--- config.mk ---
export PLATFORM = sky130hd
export DESIGN_NAME = tlb_asid_cache
export DESIGN_NICKNAME = d
export VERILOG_FILES = /design/src/rtl/tlb_pkg.sv /design/src/rtl/tlb_match.sv /design/src/rtl/tlb_prio_enc.sv /design/src/rtl/tlb_victim.sv /design/src/rtl/tlb_asid_cache.sv
export SDC_FILE = /design/constraint.sdc
export NUM_CORES = 2
export LEC_CHECK = 0
export ABC_AREA = 0
export BUFFER_PORTS_ARGS = -buffer_cell sky130_fd_sc_hd__buf_4
export CORE_MARGIN = 1
export CORE_UTILIZATION = 55
export DETAILED_ROUTE_END_ITERATION = 16
export PLACE_DENSITY = 0.72
export SYNTH_ARGS = -nofsm -noshare
export SYNTH_HDL_FRONTEND = slang
export SYNTH_HIERARCHICAL = 1
export SYNTH_SLANG_ARGS = --single-unit
--- constraint.sdc ---
create_clock -name clk -period 9 [get_ports clk]
set_clock_uncertainty 0.2 [all_clocks]
set_input_delay 0 -clock clk [delete_from_list [all_inputs] [get_ports clk]]
set_output_delay 0 -clock clk [all_outputs]
set_load 0.02 [all_outputs]
--- src/rtl/tlb_pkg.sv ---
package tlb_pkg;
   localparam int PERM_W     = 3;
   localparam int PERM_READ  = 0;
   localparam int PERM_WRITE = 1;
   localparam int PERM_EXEC  = 2;

   typedef enum logic [1:0] {
      RES_NONE  = 2'd0,
      RES_HIT   = 2'd1,
      RES_MISS  = 2'd2,
      RES_FAULT = 2'd3
   } res_kind_e;
endpackage

--- src/rtl/tlb_match.sv ---
module tlb_match #(
   parameter int N      = 16,
   parameter int VPN_W  = 20,
   parameter int ASID_W = 8,
   parameter bit EXACT  = 1'b0
) (
   input  logic [N-1:0]      valid_i,
   input  logic [N-1:0]      glob_i,
   input  logic [VPN_W-1:0]  vpn_i  [N],
   input  logic [ASID_W-1:0] asid_i [N],
   input  logic [VPN_W-1:0]  key_vpn,
   input  logic [ASID_W-1:0] key_asid,
   input  logic              key_glob,
   output logic [N-1:0]      match_o
);
   for (genvar i = 0; i < N; i++) begin : g_ent
      logic vpn_eq;
      logic asid_eq;
      assign vpn_eq  = (vpn_i[i] == key_vpn);
      assign asid_eq = (asid_i[i] == key_asid);
      if (EXACT) begin : g_exact
         // tag identity, used to detect a refill of an existing entry
         assign match_o[i] = valid_i[i] & vpn_eq & (glob_i[i] == key_glob)
                             & (glob_i[i] | asid_eq);
      end else begin : g_assoc
         // lookup compare: global entries ignore the identifier
         assign match_o[i] = valid_i[i] & vpn_eq & (glob_i[i] | key_glob | asid_eq);
      end
   end
endmodule

--- src/rtl/tlb_prio_enc.sv ---
module tlb_prio_enc #(
   parameter int N  = 16,
   localparam int IW = $clog2(N)
) (
   input  logic [N-1:0]  req_i,
   output logic          found_o,
   output logic [IW-1:0] idx_o
);
   always_comb begin
      found_o = 1'b0;
      idx_o   = '0;
      for (int k = N - 1; k >= 0; k--) begin
         if (req_i[k]) begin
            found_o = 1'b1;
            idx_o   = IW'(k);
         end
      end
   end
endmodule

--- src/rtl/tlb_victim.sv ---
module tlb_victim #(
   parameter int N  = 16,
   localparam int IW = $clog2(N)
) (
   input  logic [N-1:0]  valid_i,
   input  logic [N-1:0]  wired_i,
   input  logic [IW-1:0] ptr_i,
   output logic          ok_o,
   output logic          evict_o,
   output logic [IW-1:0] idx_o
);
   logic          free_found;
   logic [IW-1:0] free_idx;
   logic          rr_found;
   logic [IW-1:0] rr_idx;

   tlb_prio_enc #(.N(N)) u_free (
      .req_i   (~valid_i & ~wired_i),
      .found_o (free_found),
      .idx_o   (free_idx)
   );

   always_comb begin
      logic [IW-1:0] cand;
      rr_found = 1'b0;
      rr_idx   = '0;
      for (int k = N - 1; k >= 0; k--) begin
         cand = ptr_i + IW'(k);
         if (!wired_i[cand]) begin
            rr_found = 1'b1;
            rr_idx   = cand;
         end
      end
   end

   assign ok_o    = free_found | rr_found;
   assign evict_o = ~free_found & rr_found;
   assign idx_o   = free_found ? free_idx : rr_idx;
endmodule

--- src/rtl/tlb_asid_cache.sv ---
module tlb_asid_cache
   import tlb_pkg::*;
#(
   parameter int ENTRIES = 16,
   parameter int VPN_W   = 20,
   parameter int PFN_W   = 16,
   parameter int ASID_W  = 8
) (
   input  logic                clk,
   input  logic                rst_n,
   input  logic                lk_valid,
   input  logic [VPN_W-1:0]    lk_vpn,
   input  logic [ASID_W-1:0]   lk_asid,
   input  logic                lk_write,
   output logic                res_valid,
   output logic                res_hit,
   output logic                res_miss,
   output logic                res_fault,
   output logic [PFN_W-1:0]    res_pfn,
   output logic [PERM_W-1:0]   res_perm,
   input  logic                fill_valid,
   input  logic [VPN_W-1:0]    fill_vpn,
   input  logic [ASID_W-1:0]   fill_asid,
   input  logic [PFN_W-1:0]    fill_pfn,
   input  logic [PERM_W-1:0]   fill_perm,
   input  logic                fill_global,
   input  logic                fill_wired,
   input  logic                flush_all,
   input  logic                flush_asid_valid,
   input  logic [ASID_W-1:0]   flush_asid
);
   localparam int IW = $clog2(ENTRIES);

   if (ENTRIES < 2 || (ENTRIES & (ENTRIES - 1)) != 0) begin : g_bad_entries
      $error("ENTRIES must be a power of two, at least 2");
   end
   if (VPN_W < 1 || PFN_W < 1 || ASID_W < 1) begin : g_bad_width
      $error("field widths must be positive");
   end

   logic [VPN_W-1:0]  ent_vpn  [ENTRIES];
   logic [ASID_W-1:0] ent_asid [ENTRIES];
   logic [PFN_W-1:0]  ent_pfn  [ENTRIES];
   logic [PERM_W-1:0] ent_perm [ENTRIES];
   logic [ENTRIES-1:0] ent_valid;
   logic [ENTRIES-1:0] ent_glob;
   logic [ENTRIES-1:0] ent_wired;
   logic [IW-1:0]      rr_ptr;

   logic [ENTRIES-1:0] lk_match;
   logic               lk_found;
   logic [IW-1:0]      lk_idx;
   logic [ENTRIES-1:0] same_match;
   logic               same_found;
   logic [IW-1:0]      same_idx;
   logic               vic_ok;
   logic               vic_evict;
   logic [IW-1:0]      vic_idx;
   logic               fill_go;
   logic [IW-1:0]      fill_tgt;

   res_kind_e          res_kind;

   tlb_match #(.N(ENTRIES), .VPN_W(VPN_W), .ASID_W(ASID_W), .EXACT(1'b0)) u_lk_match (
      .valid_i  (ent_valid),
      .glob_i   (ent_glob),
      .vpn_i    (ent_vpn),
      .asid_i   (ent_asid),
      .key_vpn  (lk_vpn),
      .key_asid (lk_asid),
      .key_glob (1'b0),
      .match_o  (lk_match)
   );

   tlb_prio_enc #(.N(ENTRIES)) u_lk_enc (
      .req_i   (lk_match),
      .found_o (lk_found),
      .idx_o   (lk_idx)
   );

   tlb_match #(.N(ENTRIES), .VPN_W(VPN_W), .ASID_W(ASID_W), .EXACT(1'b1)) u_fill_match (
      .valid_i  (ent_valid),
      .glob_i   (ent_glob),
      .vpn_i    (ent_vpn),
      .asid_i   (ent_asid),
      .key_vpn  (fill_vpn),
      .key_asid (fill_asid),
      .key_glob (fill_global),
      .match_o  (same_match)
   );

   tlb_prio_enc #(.N(ENTRIES)) u_fill_enc (
      .req_i   (same_match),
      .found_o (same_found),
      .idx_o   (same_idx)
   );

   tlb_victim #(.N(ENTRIES)) u_victim (
      .valid_i (ent_valid),
      .wired_i (ent_wired),
      .ptr_i   (rr_ptr),
      .ok_o    (vic_ok),
      .evict_o (vic_evict),
      .idx_o   (vic_idx)
   );

   assign fill_go  = fill_valid & ~flush_all & ~flush_asid_valid & (same_found | vic_ok);
   assign fill_tgt = same_found ? same_idx : vic_idx;

   // array state: flush beats fill
   always_ff @(posedge clk or negedge rst_n) begin
      if (!rst_n) begin
         ent_valid <= '0;
         ent_glob  <= '0;
         ent_wired <= '0;
         rr_ptr    <= '0;
      end else if (flush_all) begin
         ent_valid <= ent_valid & ent_wired;
      end else if (flush_asid_valid) begin
         for (int i = 0; i < ENTRIES; i++) begin
            if (!ent_wired[i] && !ent_glob[i] && ent_asid[i] == flush_asid) begin
               ent_valid[i] <= 1'b0;
            end
         end
      end else if (fill_go) begin
         ent_valid[fill_tgt] <= 1'b1;
         ent_glob[fill_tgt]  <= fill_global;
         ent_wired[fill_tgt] <= fill_wired;
         if (!same_found && vic_evict) begin
            rr_ptr <= vic_idx + IW'(1);
         end
      end
   end

   always_ff @(posedge clk) begin
      if (fill_go) begin
         ent_vpn[fill_tgt]  <= fill_vpn;
         ent_asid[fill_tgt] <= fill_asid;
         ent_pfn[fill_tgt]  <= fill_pfn;
         ent_perm[fill_tgt] <= fill_perm;
      end
   end

   // registered lookup result
   always_ff @(posedge clk or negedge rst_n) begin
      if (!rst_n) begin
         res_valid <= 1'b0;
         res_kind  <= RES_NONE;
         res_pfn   <= '0;
         res_perm  <= '0;
      end else begin
         res_valid <= lk_valid;
         res_pfn   <= '0;
         res_perm  <= '0;
         if (!lk_valid) begin
            res_kind <= RES_NONE;
         end else if (!lk_found) begin
            res_kind <= RES_MISS;
         end else if (lk_write && !ent_perm[lk_idx][PERM_WRITE]) begin
            res_kind <= RES_FAULT;
         end else begin
            res_kind <= RES_HIT;
            res_pfn  <= ent_pfn[lk_idx];
            res_perm <= ent_perm[lk_idx];
         end
      end
   end

   assign res_hit   = (res_kind == RES_HIT);
   assign res_miss  = (res_kind == RES_MISS);
   assign res_fault = (res_kind == RES_FAULT);
endmodule

# After elaboration in Yosys (flattened, before gate mapping)
# Memory sizes are Yosys's and may differ from the RTL's.
# Cells that the tools add are included.
# Widths: inputs -> output; s select.
[op_classes]
eq_ne = 115
n_mux = 202
add_sub_neg = 16
magnitude_cmp = 20
bitwise = 127
reduce_logical = 89
[op_table]
columns = ["cell", "count"]
rows = [
  ["$eq 20x20->1", 32],
  ["$eq 8x8->1", 48],
  ["$bwmux 320", 1],
  ["$mux 4", 66],
  ["$bwmux 128", 1],
  ["$mux 1", 99],
  ["$mux 16", 6],
  ["$lt 4x5->1 const B", 17],
  ["$and 1x1->1", 84],
  ["$demux 20 s4", 1],
  ["$bmux 1 s4", 16],
  ["$ne 3x2->1 const B", 16],
  ["$logic_and 1x1->1", 36],
  ["$logic_not 1->1", 34],
  ["$or 1x1->1", 34],
  ["$add 4x4->4 const B", 8],
  ["$and 16x16->16", 2],
  ["$bwmux 16", 2],
  ["$demux 8 s4", 1],
  ["$not 16->16", 2],
  ["$reduce_and 2->1", 16],
  ["$mux 20", 1],
  ["$add 4x3->4 const B", 4],
  ["$eq 1x1->1", 16],
  ["other kinds (17)", 26],
]
[totals]
ram_bits = 304
out_inout_bits = 23
n_memories = 2
regBits = 522
[memory_table]
columns = ["memory", "depth", "word_bits", "rd", "rd_clocked_by_memory_dff", "wr", "line_no", "text"]
rows = [
  ["ent_pfn", 16, 16, 1, 0, 1, "tlb_asid_cache.sv:43", "logic [PFN_W-1:0] ent_pfn [ENTRIES];"],
  ["ent_perm", 16, 3, 1, 0, 1, "tlb_asid_cache.sv:44", "logic [PERM_W-1:0] ent_perm [ENTRIES];"],
]

# Longest topological paths before layout
[depth]
depth_word = 29
ltp_mapped = 19

# Cells and area by module
# The synthesis kept the hierarchy.
[modules_own_cells]
columns = ["mod", "area_each_um2", "cells_per_inst", "n_inst"]
rows = [
  ["tlb_asid_cache", 29873.7, 1348, 1],
  ["tlb_match (u_fill_match)", 5688.0, 699, 1],
  ["tlb_match (u_lk_match)", 5671.7, 682, 1],
  ["tlb_victim", 2509.9, 289, 1],
  ["tlb_prio_enc", 178.9, 33, 3],
]

# Least setup slack after synthesis
# Ideal clock, no wire load.
[synth_path]
path_type = "reg-to-reg"
start = "register rr_ptr[0]"
end = "register ent_glob[6]"
slack_ns = 1.042
arrival_time_ns = 7.676
t_required_ns = 8.719
period_less_slack_ns = 7.958
setup_time_ns = 0.081
n_path_buf = 3
stages_incl_launch_ff = 17
cell_sequence = "dfrtp_1 > buf_6 > buf_6 > buf_2 > inv_1 > ha_1 > mux4_1 > o21a_1 > a211oi_1 > or3_1 > a211o_1 > o221ai_1 > o21ai_1 > nand2b_1 > o22a_1 > nor3_1 > mux2_2"
[synth_between]
elab_chain_cells = 26
elab_cells_between_ends = 91
cone_classes = "add/sub: 15; order compare: 2; mux: 69; bitwise: 3; reduce/logical: 2"
[synth_rtl]
columns = ["item", "line_no", "text"]
rows = [
  ["start, declared", "tlb_asid_cache.sv:48", "logic [IW-1:0] rr_ptr;"],
  ["start signal, assigned", "tlb_asid_cache.sv:130", "rr_ptr <= vic_idx + IW'(1);"],
  ["$add 4x4->4", "tlb_victim.sv:28", "cand = ptr_i + IW'(k);"],
  ["$bmux 1 s4", "tlb_victim.sv:29", "if (!wired_i[cand]) begin"],
  ["$mux 1 (not written as such)", "tlb_victim.sv:29", ""],
  ["$mux 4 (15 in series)", "tlb_victim.sv:29", ""],
  ["$mux 4 *", "tlb_victim.sv:29", ""],
  ["$mux 4 *", "tlb_victim.sv:38", "assign idx_o = free_found ? free_idx : rr_idx;"],
  ["net vic_idx[2]", "tlb_asid_cache.sv:58", "logic [IW-1:0] vic_idx;"],
  ["$mux 4 *", "tlb_asid_cache.sv:108", "assign fill_tgt = same_found ? same_idx : vic_idx;"],
  ["$lt 4x5->1 (not written as such) / $ge 4x1->1 (equally long branches)", "tlb_asid_cache.sv:127", "ent_glob[fill_tgt] <= fill_global;"],
  ["$logic_and 1x1->1 (not written as such)", "tlb_asid_cache.sv:127", ""],
  ["$mux 1 (not written as such)", "tlb_asid_cache.sv:127", ""],
  ["$demux 1 s4 *", "tlb_asid_cache.sv:127", ""],
  ["$bwmux 16 *", "tlb_asid_cache.sv:127", ""],
  ["end signal, assigned by index", "tlb_asid_cache.sv:127", ""],
  ["end, declared", "tlb_asid_cache.sv:46", "logic [ENTRIES-1:0] ent_glob;"],
]
# Mark *: on every way through the listed nets, which the timed path passes. The rest lies on a longest branch. The select of a mux whose other input is x is not followed.
# A chain may end at the register's enable or synchronous reset.

# Final worst setup path
[layout_path]
start = "register rr_ptr[2]"
end = "memory ent_pfn[12][0], enable pin"
[layout_between]
elab_cells_between_ends = 86
cone_classes = "add/sub: 15; mux: 68; bitwise: 3"
[layout_lines]
columns = ["item", "line_no"]
rows = [
  ["$add 4x4->4", "tlb_victim.sv:28"],
  ["$bmux 1 s4", "tlb_victim.sv:29"],
  ["$mux 1 (not written as such)", "tlb_victim.sv:29"],
  ["$mux 4 (15 in series)", "tlb_victim.sv:29"],
  ["$mux 4 *", "tlb_victim.sv:29"],
  ["$mux 4 *", "tlb_victim.sv:38"],
  ["net vic_idx[1]", "tlb_asid_cache.sv:58"],
  ["$mux 4 *", "tlb_asid_cache.sv:108"],
  ["end, declared", "tlb_asid_cache.sv:43"],
]
# Marks and branches as above.

==> results.md <==
* Run status: complete, no violations
* Yosys warnings at 6
* Worst-path clk slew at about 60 ps
* Critical path buffers and inverters at 3
* Number of core rows at about 100
* Post-synth EDFFs at between 700 and 800
* CP max FO at 31
* Crit path kind: reg -> reg
* Mean Syn Cell Area at 14.2 um^2
* Drt pass-1 iters at 7
* Syn-to-layout area delta at 10.7%
* Share of post-route cells with drive strength above 1 at between 10 and 15%
* Inst Count DP at around 4100
* Setup_tns at 0 ps
* Worst EP arrival at 6740 ps
* Reg2Reg Launch Point: rr_ptr[2]
* Vias in the first global route at approximately 29000
* P per Cell Area at about 180 nW/um^2
* R2r setup slk at 2350 ps
* Pwr Total at approximately 8900 uW
* Count of non-filler cells in the finished layout at between 4000 and 5000
* FILL cells at slightly below 6000
* First-pass GRT wire length at ~190000 um
* Placer Congestion at just under 1
* Cells along the critical path: buf_4, inv_1, ha_1, xnor2_1, mux2i_1, mux2i_1, mux2_2, a41oi_1, o211ai_1, a31o_1, o32ai_1, nand2_1, nor2_4, buf_4
* Total grt overflow at 0
* R2r worst-path depth at 14
* Final hold viol count at 0
* Die footprint at just over 80000 um^2
* Worst reg2reg path endpoint: ent_pfn[12][0]
* Drt initial violations at between 3000 and 4000
* ANT nets after route at 0
* Peak supply drop at ~0.00020 V
* Largest net degree at the start of global routing at 76
* Final worst path period share at between 70% and 80%
* CTS Buffer Depth at 3
* Mapped Cells at between 3000 and 4000
* Hpwl dp at between 70000 and 80000 um
* IO Pins at about 120
* Actual slew at the worst max-slew pin at 1230 ps
* Multi-input gate area at around 18000 um^2
* Setup crit start: rr_ptr[2]
* Finish-stage setup viols at 0
* Leak Pwr at approximately 0.017 uW
* Die Height at about 290 um
* Commonest non-fill, non-tap cells in the layout: xor2_1, edfxtp_1, nor4_1, buf_4, nor3_1
* Setup bufs post-CTS at 0
* Crit path time final at about 6700 ps
* Clock insertion delay at the later pin of the skew report at around 660 ps
* Syn_nets at 3217
* Root cell of the clock tree: clkbuf_16
* Critical Path Sink Type: register
* Worst setup SP type: register
* Post-cts resize count at 0
* RSZ-0062 raised after global routing: false
* Final net count at about 3400
* Core Util, Final at between 60% and 70%
* Hold Path Class: in -> reg
* CTS H-Tree Depth at 3
* Required time worst endpoint at a little over 9000 ps
* DRC at 0
* Yosys cell types at 78
* Vias at ~28000
* Fmax at approximately 150 MHz
* Critical path endpoint: ent_pfn[12][0]
* Crit-path max cell delay at between 800 and 900 ps
* Post-place setup slack at about 2400 ps
* Crit path max-delay cell type: nor2_4
* Port Buf Inserts at around 110
* Critical Path Stages at 14
* Sequential standard cell area at between 20000 and 25000 um^2
* Relative slew slack at around 17%
* Total CTS buffers at 87
* Hold-fix buffers, CTS at 95
* Synthesized flop and latch total at ~830
* Most common cell after layout, fill and taps aside: xor2_1
* Slew Viols, Final at 0
* Ys async rst share at ~9%
* Vias per Instance at ~6.5
* Post-Syn Area at between 40000 and 50000 um^2
* Synth Flop Type: edfxtp_1
* Ant. Diodes at 0
* Avg WL per Cell at around 30 um
* Die X at about 290 um
* Initial core utilization at between 50% and 60%
* Core Area at about 79000 um^2
* All-Layer GR Usage at roughly a third
* Antenna violations before repair at 1
* Sequential area share after synthesis at a little under three fifths
* Crit path max-delay family: simple AND/OR/NAND/NOR gates
* Final worst slack at roughly 2300 ps
* CTS tree: done
* DRT Wirelength at between 100000 and 150000 um
* Max-cap viol count at 0
* Clk sinks at between 800 and 900
[state kept, by name, summed over array words and instances, names as in the netlist, 16 cells and up]
signal     count
ent_wired     16
res_pfn       16
ent_perm      48
ent_pfn      256
ent_glob      16
ent_valid     16
ent_vpn      320
ent_asid     128
[logic make-up (layout without fill, tap and decap cells)]
kind of cell / Yosys count / after routing / synth area share (%)
AOI/OAI and AO/OA: 193 / 193 / 3.13
xor gates and xnor gates: 1036 / 1036 / 20.5
adders and majority gates: 8 / 8 / 0.226
buffers and inverters: 209 / 431 / 3.77
DFF: 826 / 826 / 55.2
muxes: 198 / 198 / 8.90
other: 1 / 1 / 0.00847
and+or+nand+nor: 646 / 646 / 8.28
[cells in the mapped netlist (4+ instances only)]
cell	n	area [um^2]
nand4_1	41	257
and3_1	24	150
o31ai_1	5	37.5
mux4_2	54	1220
buf_1	8	30.0
nor4_2	25	313
a211oi_1	22	165
or3_1	7	43.8
nor2b_1	11	68.8
xnor2_1	73	639
nor2_1	72	270
xor2_1	962	8430
nand2_1	57	214
o22ai_1	14	87.6
a221oi_1	4	35.0
mux4_1	74	1940
a2111oi_0	6	52.6
nand2b_1	14	87.6
o21a_1	6	45.0
buf_12	5	100
ha_1	8	100
or2_2	4	25.0
a32oi_1	20	175
buf_4	11	82.6
edfxtp_1	752	22600
clkbuf_1	27	101
nand3_1	63	315
o221ai_1	6	52.6
nor3_1	131	656
buf_6	96	1080
dfrtp_1	74	1850
nor3b_1	7	52.6
a31oi_1	5	31.3
mux2i_1	20	200
nor4_1	181	1130
inv_1	26	97.6
o21ai_0	30	150
a21oi_1	30	150
mux2_2	47	529
buf_2	34	170
and2_1	5	31.3
o211ai_1	5	37.5
[layout make-up]
type                    instances  share of cell area, %
well taps                    1050                   2.68
clock inverters                40                  0.758
multi-input cells            2082                   37.4
repair buffers                242                   4.24
clock buffers                 121                   4.92
inverters                      28                  0.214
flip-flops and latches        826                   49.8
[where the power goes]
part           leakage (uW)  switching, uW  internal (uW)  total [uW]
clock network       0.00136           1520           2000        3520
registers           0.00778            120           4290        4410
logic               0.00784            657            337         994
total                0.0170           2290           6630        8920
[metrics by stage]
step	cell area, um^2	hold slack, ps
after floorplan	44300	-496
after global placement	45300	-233
after detailed placement	45300	-218
after CTS	49000	2.44
after global routing	49000	24.0
final	49000	16.5
[per-layer routing]
layer | part of all wire, % | GRT usage [%] | wire (um) | vias up
met3 | 8.5 | 5.30 | 11300 | 374
met4 | 5.1 | 15.4 | 6870 | 0
met2 | 48 | 53.6 | 63900 | 1641
met1 | 38 | 42.7 | 51400 | 14400
met5 | 0 | 0 | 0 | -
li1 | - | - | - | 12000
[worst min path at each step]
stage | start | to | depth (start not counted)
6_report | fill_pfn[15] | ent_pfn[6][15] | 2
5_1_grt | fill_pfn[15] | ent_pfn[6][15] | 2
4_1_cts | fill_pfn[15] | ent_pfn[6][15] | 2
3_5_place_dp | rst_n | res_pfn[6] | 1
3_3_place_gp | rst_n | res_pfn[6] | 1
2_1_floorplan | rst_n | ent_glob[0] | 0
No activity file was read; power rests on OpenSTA's default activity.
